===== config.mk =====
export PLATFORM = sky130hd
export DESIGN_NAME = ulpi_link_ctrl
export DESIGN_NICKNAME = d
export VERILOG_FILES = /design/src/rtl/ulpi_link_pkg.sv /design/src/rtl/ulpi_dir_track.sv /design/src/rtl/ulpi_tx_engine.sv /design/src/rtl/ulpi_rx_path.sv /design/src/rtl/ulpi_link_ctrl.sv
export SDC_FILE = /design/constraint.sdc
export NUM_CORES = 1
export LEC_CHECK = 0
export BUFFER_PORTS_ARGS = -buffer_cell sky130_fd_sc_hd__buf_2
export CELL_PAD_IN_SITES_DETAIL_PLACEMENT = 1
export CELL_PAD_IN_SITES_GLOBAL_PLACEMENT = 2
export CORE_MARGIN = 2
export CORE_UTILIZATION = 27
export CTS_BUF_LIST = sky130_fd_sc_hd__clkbuf_4 sky130_fd_sc_hd__clkbuf_8
export CTS_CLUSTER_SIZE = 24
export DETAILED_ROUTE_END_ITERATION = 6
export PLACE_DENSITY_LB_ADDON = 0.1
export SYNTH_ARGS = -nofsm -noshare
export SYNTH_HDL_FRONTEND = slang
export SYNTH_HIERARCHICAL = 1
export SYNTH_SLANG_ARGS = --single-unit
export TNS_END_PERCENT = 50

===== constraint.sdc =====
create_clock -name clk -period 1.3 [get_ports clk]
set_input_delay 0.195 -clock clk [delete_from_list [all_inputs] [get_ports clk]]
set_output_delay 0.195 -clock clk [all_outputs]
set_load 0.02 [all_outputs]

===== src/rtl/ulpi_link_pkg.sv =====
package ulpi_link_pkg;

  localparam int unsigned BUS_W = 8;

  typedef enum logic [1:0] {
    TX_IDLE = 2'd0,
    TX_XMIT = 2'd1,
    TX_STOP = 2'd2
  } tx_state_t;

  // A zero byte on the link side means "no command".
  function automatic logic is_idle_byte(input logic [BUS_W-1:0] b);
    return (b == '0);
  endfunction

endpackage


===== src/rtl/ulpi_dir_track.sv =====
module ulpi_dir_track (
  input  logic clk,
  input  logic rst_n,
  input  logic dir,
  output logic link_own,
  output logic phy_own,
  output logic turn_evt
);

  logic dir_q;

  always_ff @(posedge clk or negedge rst_n) begin
    if (!rst_n) dir_q <= 1'b0;
    else        dir_q <= dir;
  end

  assign turn_evt = rst_n && (dir != dir_q);
  assign link_own = rst_n && !dir && !dir_q;
  assign phy_own  = rst_n && dir && dir_q;

  a_r3_turn_blocks_link: assert property (@(posedge clk) disable iff (!rst_n)
    turn_evt |-> !link_own);

  a_r3_owner_exclusive: assert property (@(posedge clk) disable iff (!rst_n)
    !(link_own && phy_own));

endmodule


===== src/rtl/ulpi_tx_engine.sv =====
module ulpi_tx_engine
  import ulpi_link_pkg::*;
#(
  parameter int unsigned DATA_W = BUS_W
) (
  input  logic              clk,
  input  logic              rst_n,
  input  logic              link_own,
  input  logic              dir,
  input  logic              nxt,
  input  logic              tx_valid,
  input  logic [DATA_W-1:0] tx_data,
  input  logic              tx_last,
  output logic              tx_ready,
  output logic              tx_abort,
  output logic [DATA_W-1:0] data_out,
  output logic              stp
);

  tx_state_t         state, state_d;
  logic [DATA_W-1:0] hold_byte;
  logic              hold_last;

  logic idle_take, first_load, zero_drop;
  logic byte_taken, more_load, underrun, dir_abort, last_done;

  assign idle_take  = (state == TX_IDLE) && link_own && tx_valid;
  assign first_load = idle_take && !is_idle_byte(tx_data);
  assign zero_drop  = idle_take && is_idle_byte(tx_data);
  assign dir_abort  = (state == TX_XMIT) && dir;
  assign byte_taken = (state == TX_XMIT) && !dir && nxt;
  assign more_load  = byte_taken && !hold_last && tx_valid;
  assign underrun   = byte_taken && !hold_last && !tx_valid;
  assign last_done  = byte_taken && hold_last;

  assign tx_ready = ((state == TX_IDLE) && link_own) || (byte_taken && !hold_last);
  assign tx_abort = dir_abort || underrun;
  assign data_out = (state == TX_XMIT) ? hold_byte : '0;
  assign stp      = (state == TX_STOP);

  always_comb begin
    state_d = state;
    unique case (state)
      TX_IDLE: if (first_load) state_d = TX_XMIT;
      TX_XMIT: begin
        if (dir_abort)                   state_d = TX_IDLE;
        else if (last_done || underrun)  state_d = TX_STOP;
      end
      TX_STOP: state_d = TX_IDLE;
      default: state_d = TX_IDLE;
    endcase
  end

  always_ff @(posedge clk or negedge rst_n) begin
    if (!rst_n) begin
      state     <= TX_IDLE;
      hold_byte <= '0;
      hold_last <= 1'b0;
    end else begin
      state <= state_d;
      if (first_load || more_load) begin
        hold_byte <= tx_data;
        hold_last <= tx_last;
      end
    end
  end

  a_r4_zero_stays_idle: assert property (@(posedge clk) disable iff (!rst_n)
    zero_drop |=> (state == TX_IDLE));

  a_r5_cmd_nonzero: assert property (@(posedge clk) disable iff (!rst_n)
    first_load |=> (data_out != '0));

  a_r6_hold_stable: assert property (@(posedge clk) disable iff (!rst_n)
    ((state == TX_XMIT) && !nxt && !dir) |=> $stable(data_out));

  a_r6_no_ready_wait: assert property (@(posedge clk) disable iff (!rst_n)
    ((state == TX_XMIT) && !nxt) |-> !tx_ready);

  a_r8_stp_single: assert property (@(posedge clk) disable iff (!rst_n)
    stp |=> !stp);

  a_r8_stp_after_last: assert property (@(posedge clk) disable iff (!rst_n)
    last_done |=> stp);

  a_r9_no_stp_on_abort: assert property (@(posedge clk) disable iff (!rst_n)
    dir_abort |=> !stp);

endmodule


===== src/rtl/ulpi_rx_path.sv =====
module ulpi_rx_path
  import ulpi_link_pkg::*;
#(
  parameter int unsigned DATA_W = BUS_W
) (
  input  logic              clk,
  input  logic              rst_n,
  input  logic              phy_own,
  input  logic              turn_evt,
  input  logic              nxt,
  input  logic [DATA_W-1:0] data_in,
  output logic              rx_valid,
  output logic              rx_status,
  output logic [DATA_W-1:0] rx_data,
  output logic              rx_turn
);

  logic pkt_evt, sts_evt;

  assign pkt_evt = phy_own && nxt;
  assign sts_evt = phy_own && !nxt;

  always_ff @(posedge clk or negedge rst_n) begin
    if (!rst_n) begin
      rx_valid  <= 1'b0;
      rx_status <= 1'b0;
      rx_data   <= '0;
      rx_turn   <= 1'b0;
    end else begin
      rx_valid  <= pkt_evt;
      rx_status <= sts_evt;
      rx_turn   <= turn_evt;
      if (phy_own) rx_data <= data_in;
    end
  end

  a_r3_turn_no_rx: assert property (@(posedge clk) disable iff (!rst_n)
    rx_turn |-> (!rx_valid && !rx_status));

  a_r10_kinds_exclusive: assert property (@(posedge clk) disable iff (!rst_n)
    rx_valid |-> !rx_status);

  a_r11_status_data: assert property (@(posedge clk) disable iff (!rst_n)
    sts_evt |=> (rx_status && rx_data == $past(data_in)));

endmodule


===== src/rtl/ulpi_link_ctrl.sv =====
module ulpi_link_ctrl
  import ulpi_link_pkg::*;
#(
  parameter int unsigned DATA_W = BUS_W
) (
  input  logic              clk,
  input  logic              rst_n,
  input  logic              ulpi_dir,
  input  logic              ulpi_nxt,
  output logic              ulpi_stp,
  input  logic [DATA_W-1:0] ulpi_data_in,
  output logic [DATA_W-1:0] ulpi_data_out,
  output logic              ulpi_data_oe,
  input  logic              tx_valid,
  input  logic [DATA_W-1:0] tx_data,
  input  logic              tx_last,
  output logic              tx_ready,
  output logic              tx_abort,
  output logic              rx_valid,
  output logic              rx_status,
  output logic [DATA_W-1:0] rx_data,
  output logic              rx_turn
);

  logic link_own, phy_own, turn_evt;

  ulpi_dir_track u_dir (
    .clk      (clk),
    .rst_n    (rst_n),
    .dir      (ulpi_dir),
    .link_own (link_own),
    .phy_own  (phy_own),
    .turn_evt (turn_evt)
  );

  ulpi_tx_engine #(.DATA_W(DATA_W)) u_tx (
    .clk      (clk),
    .rst_n    (rst_n),
    .link_own (link_own),
    .dir      (ulpi_dir),
    .nxt      (ulpi_nxt),
    .tx_valid (tx_valid),
    .tx_data  (tx_data),
    .tx_last  (tx_last),
    .tx_ready (tx_ready),
    .tx_abort (tx_abort),
    .data_out (ulpi_data_out),
    .stp      (ulpi_stp)
  );

  ulpi_rx_path #(.DATA_W(DATA_W)) u_rx (
    .clk       (clk),
    .rst_n     (rst_n),
    .phy_own   (phy_own),
    .turn_evt  (turn_evt),
    .nxt       (ulpi_nxt),
    .data_in   (ulpi_data_in),
    .rx_valid  (rx_valid),
    .rx_status (rx_status),
    .rx_data   (rx_data),
    .rx_turn   (rx_turn)
  );

  assign ulpi_data_oe = link_own;

  a_r2_release_on_dir: assert property (@(posedge clk) disable iff (!rst_n)
    ulpi_dir |-> !ulpi_data_oe);

  a_r9_abort_releases: assert property (@(posedge clk) disable iff (!rst_n)
    (tx_abort && ulpi_dir) |-> (!ulpi_data_oe && !ulpi_stp));

endmodule


Word-level counts from Yosys, hierarchy flattened
Cells that the tools add are included.
{"block": "classes", "mul": 0, "bitwise_logic": 0, "n_addsub": 0, "order_cmp": 0, "reduce_logical": 30, "shifts": 0, "n_div": 0, "n_mux": 5, "eq_ne": 5}
{"op": "$logic_and 1x1->1", "n": 17}
{"op": "$logic_not 8->1", "n": 1}
{"op": "$mux 8", "n": 1}
{"op": "$logic_not 1->1", "n": 6}
{"op": "$mux 2", "n": 3}
{"op": "$logic_or 1x1->1", "n": 4}
{"op": "$pmux 2 s2", "n": 1}
{"op": "$ne 3x2->1 const B", "n": 1}
{"op": "$eq 2x1->1 const B", "n": 1}
{"op": "$eq 2x2->1 const B", "n": 1}
{"op": "$logic_not 2->1", "n": 1}
{"op": "$ne 2x1->1 const B", "n": 1}
{"op": "$reduce_and 2->1", "n": 1}
{"op": "$ne 1x1->1", "n": 1}
{"block": "totals", "out_inout_bits": 23, "rom_bits": 0, "n_memories": 0, "latchBits": 0, "reg_bits": 23, "inputBits": 22, "ram_bits": 0, "word_cells": 48}

Longest topological paths before layout
{"block": "logic_depth", "word_depth": 9, "ltp_mapped": 4, "depth_no_buf": 4}

Modules after synthesis
Netlist, hierarchy kept.
{"mod": "ulpi_tx_engine", "area_per_inst_um2": 595.6, "seq_area_each_um2": 275.3, "cells_per_inst": 53, "n_inst": 1}
{"mod": "ulpi_rx_path", "area_per_inst_um2": 419.2, "seq_area_each_um2": 275.3, "cells_per_inst": 22, "n_inst": 1}
{"mod": "ulpi_dir_track", "area_per_inst_um2": 55.1, "seq_area_each_um2": 25.0, "cells_per_inst": 5, "n_inst": 1}

Worst setup path after synthesis
No wires, ideal clock.
{"block": "synth_timing", "path_kind": "register -> register", "startpoint": "reg u_dir.dir_q", "endpoint": "reg u_tx.hold_byte[0]", "path_buffers": 0, "setup_time_ns": 0.122, "period_less_slack_ns": 1.875, "stages_incl_launch_ff": 5, "required_ns": 1.178, "path_slack_ns": -0.575, "t_arrival_ns": 1.753, "cell_sequence": "dfrtp_1 > nor3b_1 > and4bb_1 > o21ai_4 > a32o_1"}
{"block": "synth_between", "elab_chain_cells": 6}
{"item": "start: declaration", "line": "ulpi_dir_track.sv:10", "text": "logic dir_q;"}
{"item": "start signal: assignment", "line": "ulpi_dir_track.sv:14", "text": "else dir_q <= dir;"}
{"item": "$logic_not 1->1", "line": "ulpi_dir_track.sv:18", "text": "assign link_own = rst_n && !dir && !dir_q;"}
{"item": "$logic_and 1x1->1", "line": "ulpi_dir_track.sv:18"}
{"item": "net ulpi_data_oe", "line": "ulpi_link_ctrl.sv:13", "text": "output logic ulpi_data_oe,"}
{"item": "$logic_and 1x1->1 (2 in a row)", "line": "ulpi_tx_engine.sv:27", "text": "assign idle_take = (state == TX_IDLE) && link_own && tx_valid;"}
{"item": "$logic_and 1x1->1", "line": "ulpi_tx_engine.sv:28", "text": "assign first_load = idle_take && !is_idle_byte(tx_data);"}
{"item": "$logic_or 1x1->1", "line": "ulpi_tx_engine.sv:61", "text": "if (first_load || more_load) begin"}
{"item": "end signal: assignment", "line": "ulpi_tx_engine.sv:62", "text": "hold_byte <= tx_data;"}
{"item": "end: declaration", "line": "ulpi_tx_engine.sv:21", "text": "logic [DATA_W-1:0] hold_byte;"}
The timed path passes the listed nets, and every way through them passes these cells.
A chain may end at the register's enable or synchronous reset.

Worst setup path after layout
{"block": "layout_timing", "startpoint": "reg u_dir.dir_q", "endpoint": "out tx_ready"}
{"block": "layout_between", "elab_chain_cells": 4}
{"item": "$logic_not 1->1", "line": "ulpi_dir_track.sv:18"}
{"item": "$logic_and 1x1->1", "line": "ulpi_dir_track.sv:18"}
{"item": "$logic_and 1x1->1", "line": "ulpi_tx_engine.sv:36", "text": "assign tx_ready = ((state == TX_IDLE) && link_own) || (byte_taken && !hold_last);"}
{"item": "$logic_or 1x1->1", "line": "ulpi_tx_engine.sv:36"}
{"item": "end: declaration", "line": "ulpi_link_ctrl.sv:17", "text": "output logic tx_ready,"}
No other way between the ends.

==> qor.yml <==
logic_synthesis:
  synthCells: 80
  avgSynthCellArea_um2: 13.4
  ys_warn_count: 6
  ys_seq_area_share_pct: 53.8
  syn_area_um2: 1070
  synth_seq_cells: 23
  synth_area_leaders: "dfrtp_1, mux2_4, a32o_1"
  synth_top_area_share_pct: 53.8
  ys_types: 23
  synth_fp_nets: 102
  yosysTopAreaCell: "dfrtp_1"
place:
  gp_congestion: 0.708
  hpwl_um: 2070
  pre_cts_ws_ns: -0.151
  portBuffers: 44
  dp_cells: 185
route:
  wl_met2_um: 1400
  wl_per_cell_um: 14.5
  vias: 906
  wirelength_met1_um: 1240
  top_layer_used: "met4"
  drtAntennaViolNets: 0
  wl_met3_um: 140
  drc: 0
  drt_iter0_markers: 17
  viasPerCell: 4.67
  firstDrtPassIters: 4
  wirelength_um: 2820
timing:
  slew_violations: 0
  fin_setup_tns_ns: -2.88
  fin_ws_ns: -0.215
  worst_pin_slew_ns: 0.480
  rsz0062_at_grt: "true"
  slew_headroom_pct: 67.9
  setup_violations: 21
  fmax_ghz: 0.660
  fin_crit_ns: 1.52
  period_share_pct: 117
  hold_viol: 0
  fin_skew_ns: 0.00115
finish:
  fill_cells: 430
  layout-drive-gt1-share_pct: 64.4
  post-route-util_pct: 45.1
  nets: 169
  final_cells: 194
  n_antenna_cell: 0
  syn_to_final_growth_pct: 57.9
clocking:
  cts_buffer_depth: 2
  tritoncts: "yes"
  cts_inserted_buffers: 3
  insertion_delay_ns: 0.26
  h-tree-depth: 1
  cts_root_buf: "clkbuf_8"
  cts.sinks: 23
  cts.clk_slew.worst_paths_ns: 0.08
global_route:
  track_usage_pct: 14.1
  grt_max_degree: 15
  grt_antenna_before_repair: 0
  grt.overflow.total: 0
  grt_pass1_wl_um: 4640
  grt_pass1_vias: 966
flow_run:
  max-cap-violations: 0
run_status:
  outcome: "finished with violations"
  failed_checks: "negative setup slack"
setup_path:
  cp_data_required_time_ns: 1.11
  worst_path_dominant_cell_family: "flip-flops"
  crit_chain: "nor3b_4 > buf_4 > mux2i_1 > nor2_1 > buf_4"
  path_class: "reg2out"
  critPathLaunchType: "flop"
  critPathMostFrequentCell: "buf_4"
  cp_max_fo: 2
  critPathBufInv: 2
  slowest_stage: "dfrtp_1"
  cp-end-kind: "primary output"
  cp_data_arrival_time_ns: 1.32
  slowest_delay_ns: 0.41
power:
  power_frac_comb_pct: 26.4
  power_density_nw_per_um2: 1090
  p_int_uw: 1320
  p_switching_uw: 532
  p_sw_share_pct: 28.8
  vdd_drop_max_v: 0.000843
  p_leak_uw: 0.000796
  p_clk_share_pct: 24.4
  seqPwrFrac_pct: 49.2
hold_path:
  hold_class: "in2reg"
floorplanning:
  fp.dieW_um: 66.9
  die_area_um2: 4480
  io_pins: 45
  start_util_pct: 28.6
  row_count: 22
  die_height_um: 66.9
  core_um2: 3740
## logic make-up (layout without fill, tap and decap cells)
family / after synthesis / count (layout) / share of synthesized area [%]
compound gates: 15 / 16 / 13.1
simple gates: 30 / 30 / 18.7
mux: 9 / 9 / 12.2
xor+xnor: 1 / 1 / 0.819
flops: 23 / 23 / 53.8
buf+inv: 2 / 67 / 1.40
## registers in the layout, indices dropped and copies added, names as in the netlist
signal and flops:
u_rx/rx_data 8, u_tx/hold_byte 8, u_rx/rx_valid 1, u_rx/rx_status 1, u_rx/rx_turn 1, u_dir/dir_q 1, u_tx/state 2, u_tx/hold_last 1
## what timing repair did
item | in CTS | in global routing
resized for setup | 32 | 9
gates cloned | 1 | 0
pin swaps | 6 | 3
hold buffers | 2 | 0
endpoints found under the setup margin | 29 | 22
hold endpoints to repair | 23 | 0
buffers inserted | 2 | 0
## worst paths after layout
| check | start | endpoint | slack (ns) | depth (start not counted) |
|---|---|---|---|---|
| max reg2reg | u_dir/dir_q | u_tx/hold_last | -0.19 | 6 |
| min in group asynchronous | rst_n | u_rx/rx_data[3] | 0.46 | 3 |
| min reg2reg | u_rx/rx_data[3] | u_rx/rx_data[3] | 0.52 | 1 |
| max | u_dir/dir_q | tx_ready | -0.22 | 5 |
| min | ulpi_data_in[3] | u_rx/rx_data[3] | 0.15 | 2 |
| max in group asynchronous | rst_n | u_tx/hold_last | 0.40 | 3 |
## cell type report
type | count | area (µm²) | area share [%]
clock buffer | 3 | 41.3 | 2.44
clock inverter | 1 | 7.51 | 0.444
inverter | 1 | 3.75 | 0.222
multi-input combinational | 56 | 573 | 33.9
sequential | 23 | 578 | 34.2
tap | 48 | 60.1 | 3.56
timing repair buffer | 62 | 425 | 25.2
## cell usage in the layout, fill, tap and decap left out, drive strengths merged
master and n:
a211o 1, a21o 1, a21oi 1, a32o 8
and2 11, and3 1, and4bb 2, buf 60
clkbuf 3, clkinvlp 1, dfrtp 23, dlygate4sd3 2
inv 1, mux2 8, mux2i 1, nand2 2
nand2b 2, nand3 1, nor2 3, nor2b 4
nor3b 2, o211ai 2, o21a 1, o21ai 2
or4 2, xor2 1
## per-layer routing
layer  vias up  GRT usage [%]
met2        25           22.0
met5         -              0
met3         4           4.05
met1       449           18.5
met4         0           5.36
li1        428              -
## power by group through the flow
stage / combinational (µW) / sequential [µW] / clock (µW)
6_report: 489 / 909 / 451
3_3_place_gp: 443 / 913 / 0
2_1_floorplan: 209 / 969 / 0
3_5_place_dp: 449 / 918 / 0
4_1_cts: 488 / 908 / 476
5_1_grt: 529 / 930 / 516
## Yosys cell counts
master,instances
nand3_1,1
nor2b_1,4
xor2_1,1
mux2_4,8
nor3b_1,2
a21oi_1,1
o21a_1,1
o211ai_1,2
or4_4,2
buf_6,1
o21ai_4,1
inv_1,1
nor2_1,3
nand2_1,2
and3_2,1
nand2b_1,2
dfrtp_1,23
a32o_1,8
and2_1,11
mux2i_1,1
and4bb_1,2
a211o_1,1
a21o_1,1
## per-stage QoR
stage / area (µm²) / hold slack [ns] / power [µW]
floorplan: 1080 / -0.101 / 1180
global placement: 1460 / 0.168 / 1360
detailed placement: 1460 / 0.176 / 1370
CTS: 1660 / 0.146 / 1870
global route: 1690 / 0.137 / 1970
finish: 1690 / 0.153 / 1850
Note: power is estimated with default switching activity, not from simulation.
